## src/rtl/plsr_pkg.sv

```systemverilog
package plsr_pkg;
  // Per-edge command from the control to the stage datapath.
  typedef struct packed {
    logic load;
    logic shift;
  } stageCmd_t;
endpackage

```

## src/rtl/plsr_ctrl.sv

```systemverilog
module plsr_ctrl
  import plsr_pkg::*;
(
  input  logic      clk,
  input  logic      clrN,
  input  logic      inhibit,
  input  logic      shiftSel,
  output stageCmd_t cmd
);

  // Release of the clear is retimed: the register only acts once armed.
  logic armed;

  always_ff @(posedge clk or negedge clrN) begin
    if (!clrN) armed <= 1'b0;
    else       armed <= 1'b1;
  end

  logic advance;
  assign advance   = armed && !inhibit;
  assign cmd.load  = advance && !shiftSel;
  assign cmd.shift = advance && shiftSel;

  // load and shift never requested on the same edge
  p_exclusive_r3: assert property (@(posedge clk) disable iff (!clrN)
    $onehot0({cmd.load, cmd.shift}));

  // edge right after clear release issues no command
  p_release_idle_r2: assert property (@(posedge clk) disable iff (!clrN)
    !$past(clrN) |-> (cmd == '0));

  // inhibit suppresses every command
  p_inhibit_quiet_r5: assert property (@(posedge clk) disable iff (!clrN)
    inhibit |-> !cmd.load && !cmd.shift);

endmodule

```

## src/rtl/plsr_stages.sv

```systemverilog
module plsr_stages
  import plsr_pkg::*;
#(
  parameter int WIDTH = 8
) (
  input  logic             clk,
  input  logic             clrN,
  input  stageCmd_t        cmd,
  input  logic             serIn,
  input  logic [WIDTH-1:0] parIn,
  output logic [WIDTH-1:0] stageQ
);

  localparam int LAST = WIDTH - 1;

  logic [WIDTH-1:0] feedIn;

  // Each stage picks its parallel bit on load, its upstream neighbour on shift.
  for (genvar i = 0; i < WIDTH; i++) begin : g_stage
    logic upstream;
    if (i == 0) begin : g_head
      assign upstream = serIn;
    end else begin : g_body
      assign upstream = stageQ[i-1];
    end
    assign feedIn[i] = cmd.load ? parIn[i] : upstream;

    always_ff @(posedge clk or negedge clrN) begin
      if (!clrN)                       stageQ[i] <= 1'b0;
      else if (cmd.load || cmd.shift)  stageQ[i] <= feedIn[i];
    end
  end

  // a load edge copies the parallel word, serial input unused
  p_load_copy_r3: assert property (@(posedge clk) disable iff (!clrN)
    cmd.load |=> stageQ == $past(parIn));

  // a shift edge moves every stage up by one
  p_shift_move_r4: assert property (@(posedge clk) disable iff (!clrN)
    cmd.shift |=> stageQ == {$past(stageQ[LAST-1:0]), $past(serIn)});

  // no command, no change
  p_hold_r5: assert property (@(posedge clk) disable iff (!clrN)
    !cmd.load && !cmd.shift |=> $stable(stageQ));

endmodule

```

## src/rtl/gated_pload_shifter.sv

```systemverilog
module gated_pload_shifter
  import plsr_pkg::*;
#(
  parameter int WIDTH = 8
) (
  input  logic             clk,
  input  logic             clrN,
  input  logic             inhibit,
  input  logic             shiftSel,
  input  logic             serIn,
  input  logic [WIDTH-1:0] parIn,
  output logic             lastQ
);

  stageCmd_t        cmd;
  logic [WIDTH-1:0] stageQ;

  plsr_ctrl u_ctrl (
    .clk      (clk),
    .clrN     (clrN),
    .inhibit  (inhibit),
    .shiftSel (shiftSel),
    .cmd      (cmd)
  );

  plsr_stages #(.WIDTH(WIDTH)) u_stages (
    .clk    (clk),
    .clrN   (clrN),
    .cmd    (cmd),
    .serIn  (serIn),
    .parIn  (parIn),
    .stageQ (stageQ)
  );

  // only the final stage leaves the block
  assign lastQ = stageQ[WIDTH-1];

endmodule

```

## config.mk

```make
export PLATFORM = sky130hd
export DESIGN_NAME = gated_pload_shifter
export DESIGN_NICKNAME = d
export VERILOG_FILES = /design/src/rtl/plsr_pkg.sv /design/src/rtl/plsr_ctrl.sv /design/src/rtl/plsr_stages.sv /design/src/rtl/gated_pload_shifter.sv
export SDC_FILE = /design/constraint.sdc
export NUM_CORES = 1
export LEC_CHECK = 0
export ABC_AREA = 1
export BUFFER_PORTS_ARGS = -buffer_cell sky130_fd_sc_hd__buf_4
export CAP_MARGIN = 20
export CORE_AREA = 10 10 47 49
export DETAILED_ROUTE_END_ITERATION = 10
export DIE_AREA = 0 0 57 59
export PLACE_DENSITY_LB_ADDON = 0.2
export SLEW_MARGIN = 20
export SYNTH_ARGS = -nofsm -noshare
export SYNTH_HDL_FRONTEND = slang
export SYNTH_SLANG_ARGS = --single-unit
```

## constraint.sdc

```tcl
create_clock -name clk -period 2.22 [get_ports clk]
set_input_delay 0 -clock clk [delete_from_list [all_inputs] [get_ports clk]]
set_output_delay 0 -clock clk [all_outputs]
set_load 0.1 [all_outputs]
```

**After elaboration in Yosys (flattened, before gate mapping)**

Index checks and enable logic that the tools add are counted.

- Register bits: 9
- Output and inout port bits: 1

- Muxes and demuxes: 8
- Reductions and logical operators: 6

Operators by type and width:

| operator | number |
|---|---|
| $mux 1 | 8 |
| $logic_and 1x1->1 | 3 |
| $logic_not 1->1 | 2 |
| $logic_or 1x1->1 | 1 |

**Longest topological paths before layout**

- Word-level depth: 4
- Mapped depth: 5

**Modules after synthesis**

A second synthesis with hierarchy kept.

- Cells, all modules: 58
- Area total of the unflattened synthesis: 474.2 um^2

By module, submodules not included:

| module | times used | cells each | area each (um^2) | sequential area each (um^2) |
|---|---|---|---|---|
| plsr_stages | 1 | 51 | 426.7 | 200.2 |
| plsr_ctrl | 1 | 7 | 47.5 | 25.0 |

**Worst setup path before layout**

No wires, ideal clock.

- Kind: register to register
- From: register u_stages.stageQ[7] (netlist name)
- To: register u_stages.stageQ[7]
- Data arrival time: 1.088 ns
- Data required time: 2.152 ns
- Path slack: 1.064 ns
- Cell stages (with the launch flop): 3
- Path buffers: 0
- Path through: dfrtp_1 -> nand2_1 -> nand2_1

RTL lines:

| what | RTL line | text |
|---|---|---|
| end signal, assigned by index | plsr_stages.sv:30 | `else if (cmd.load \|\| cmd.shift) stageQ[i] <= feedIn[i];` |
| end, declared | plsr_stages.sv:11 | `output logic [WIDTH-1:0] stageQ` |

**Worst setup path after layout**

- From: register u_stages.stageQ[7]
- To: output lastQ

RTL lines:

| what | RTL line | text |
|---|---|---|
| end, declared | gated_pload_shifter.sv:12 | `output logic lastQ` |

No word-level cell between the ends.

==> metrics <==
Switching Fraction 0.315; Setup TNS 0 ns; clk_skew a little over 0.003 ns; yosys warns 0; Yosys cell types 9; Worst Hold End u_stages.g_stage[7].upstream$_DFFE_PN0P_; drt wl/cell between 9 and 10 µm; post-synth top area share 0.453; Max IR drop VDD between 0.0002 and 0.00025 V; Post-DP HPWL 764 µm; Worst-Skew Late Latency 0.26 ns; Synth top cells by count nand2_1, inv_1, dfrtp_1; Post-Synth Adder-Cell Area 0; Initial Util 0.354; internal power around 0.30 mW; multiplexer area fraction after synthesis 0; Iter 0 DRT Violations 10; count leader, synth nand2_1; n_diodes 0; Reg2Reg Depth 5; Routed Antenna Nets 0; I/O pin total 14; LEAKAGE between 0.4 and 0.5 nW; Worst Path Buf+Inv 1; status finished clean; largest net degree at the start of global routing 10; RR Endpoint u_stages.g_stage[5].upstream$_DFFE_PN0P_; mean post-synth cell area 7.00 µm²; initial antenna violation count 0; delay-heaviest family, CP flip-flops; Post-synth EDFFs 0; largest cells by area after synthesis dfrtp_1, nand2_1, inv_1, nand3_1, nor2_8; H-tree depth 1; CP cell instances buf_4; Nets just over 100; Max Fclk around 1100 MHz; Core Util, Final 0.456; WP data required between 2 and 2.5 ns; Min Clock Period, post-route between 0.9 and 1 ns; DR DRC count 0; total CTS buffers 3; DRT Pass-1 Iters 4; syn nets 84; #FFs+latches synth 9; clk buf depth 2; Main synth FF type dfrtp_1; worst path arrival time a little over 0.9 ns; Final GP Congestion approximately 0.76; vias per cell ~4; Clk pwr share 0.299; worst min-delay path startpoint parIn[6]; xor and xnor area share after synthesis 0; Reg clk slew, reported paths around 0.07 ns; Buffers on Ports 13; Slew Limit Fails 0; Final period util 0.413; routed wire length between 1 and 1.5 mm; clock root cell clkbuf_4; clock net sink count 9; Setup Crit Path Kind reg -> out; Post-synth ARST share 1.00; worst setup path startpoint u_stages.stageQ[7]$_DFFE_PN0P_; post-cts sizing count 0; vias in the first global route 430; main combinational cell family by area after synthesis simple AND/OR/NAND/NOR gates; Cell Rows 14; DR vias 405; CP Capture Type primary output; total global routing overflow 0; Die Span X between 50 and 60 µm; slowest CP cell dfrtp_1; Syn Std Cell Area slightly below 500 µm²; r2r startpoint u_ctrl.armed$_DFF_PN0_; first-pass GRT wire length about 1.8 mm; CP max FO 2; combinational share of power 0.239; Synth area leader dfrtp_1; r2r setup slk 1.34 ns; Die Y 59 µm; Max Cap Viol 0; CTS tree yes; die area roughly 3400 µm²; Worst setup SP type flip-flop; sequential share of the synthesized area 0.453; fraction of layout instances using a drive strength above 1 0.227; Cells after Synth 71; Global Route Usage Sum 0.0679; HP Class in -> reg; P_sw roughly 0.14 mW; hold path cells 5; area added between synthesis and finish 28.7%; Hold Violations, Final 0; simple-gate share of the synthesized area 0.363; RSZ-0062 raised after global routing false; total power density per cell area roughly 680 nW/µm²; Compound-Gate Fraction of Synth Area 0; slowest stage delay, CP about 0.36 ns; CORE AREA about 1400 µm²; Final setup viols 0; Sequential Power Share 0.462
==> worst max path at each step <==
stage                                                           to  cells past startpoint
after floorplan                     u_stages.stageQ[7]$_DFFE_PN0P_                      2
after global placement    u_stages.g_stage[2].upstream$_DFFE_PN0P_                      5
after detailed placement  u_stages.g_stage[2].upstream$_DFFE_PN0P_                      5
after CTS                                                    lastQ                      1
after global routing      u_stages.g_stage[3].upstream$_DFFE_PN0P_                      5
final                                                        lastQ                      1
==> routing by layer <==
layer	GRT usage	up-vias	wire, µm
met1	0.0897	159	534
li1	-	236	-
met4	0.0403	0	9
met2	0.0837	8	416
met5	0	-	0
met3	0.0343	2	67
==> per-stage QoR <==
stage | cell area, µm² | total power, mW | hold slack [ns] | worst slack (ns) | cells
floorplan | 497 | 0.271 | -0.296 | 1.06 | 71
detailed placement | 603 | 0.306 | -0.164 | 1.35 | 99
global placement | 603 | 0.306 | -0.166 | 1.36 | 99
CTS | 639 | 0.441 | 0.0256 | 1.29 | 104
global route | 639 | 0.467 | 0.0514 | 1.26 | 104
finish | 639 | 0.433 | 0.0315 | 1.30 | 104
==> layout make-up <==
| class | count | area (µm²) |
|---|---|---|
| Clock buffer | 4 | 26.3 |
| Fill cell | 156 | 762 |
| Inverter | 19 | 76.3 |
| Multi-Input combinational cell | 42 | 184 |
| Sequential cell | 9 | 225 |
| Tap cell | 16 | 20.0 |
| Timing Repair Buffer | 14 | 108 |
==> registers in the layout, indices dropped and copies added (netlist names) <==
signal / count
u_stages.stageQ: 1
u_stages.g_stage.upstream: 7
u_ctrl.armed: 1
==> cell usage in the layout, fill, tap and decap left out <==
master | netlist | routed
nand2_1 | 32 | 32
inv_1 | 16 | 16
buf_4 | 0 | 13
dfrtp_1 | 9 | 9
nand3_1 | 8 | 8
clkbuf_4 | 0 | 3
inv_4 | 2 | 2
nor2_8 | 1 | 1
inv_2 | 1 | 1
clkbuf_1 | 0 | 1
dlygate4sd3_1 | 0 | 1
conb_1 | 1 | 1
==> kinds of logic (layout without fill, tap and decap cells) <==
kind of cell	after synthesis	after routing
buffers and inverters	20	37
other	1	1
and+or+nand+nor	41	41
DFF	9	9
==> power by group through the flow <==
stage / Combinational [mW] / Sequential, mW / Clock [mW]
detailed placement: 0.103 / 0.203 / 0
CTS: 0.105 / 0.200 / 0.135
floorplan: 0.0506 / 0.221 / 0
global placement: 0.103 / 0.203 / 0
finish: 0.103 / 0.200 / 0.130
global route: 0.119 / 0.203 / 0.145
==> what timing repair did <==
item,CTS,global route
hold endpoints to repair,9,0
setup endpoints to repair,0,0
hold buffers,1,0
setup buffers,0,0
No activity file was read; power rests on OpenSTA's default activity.
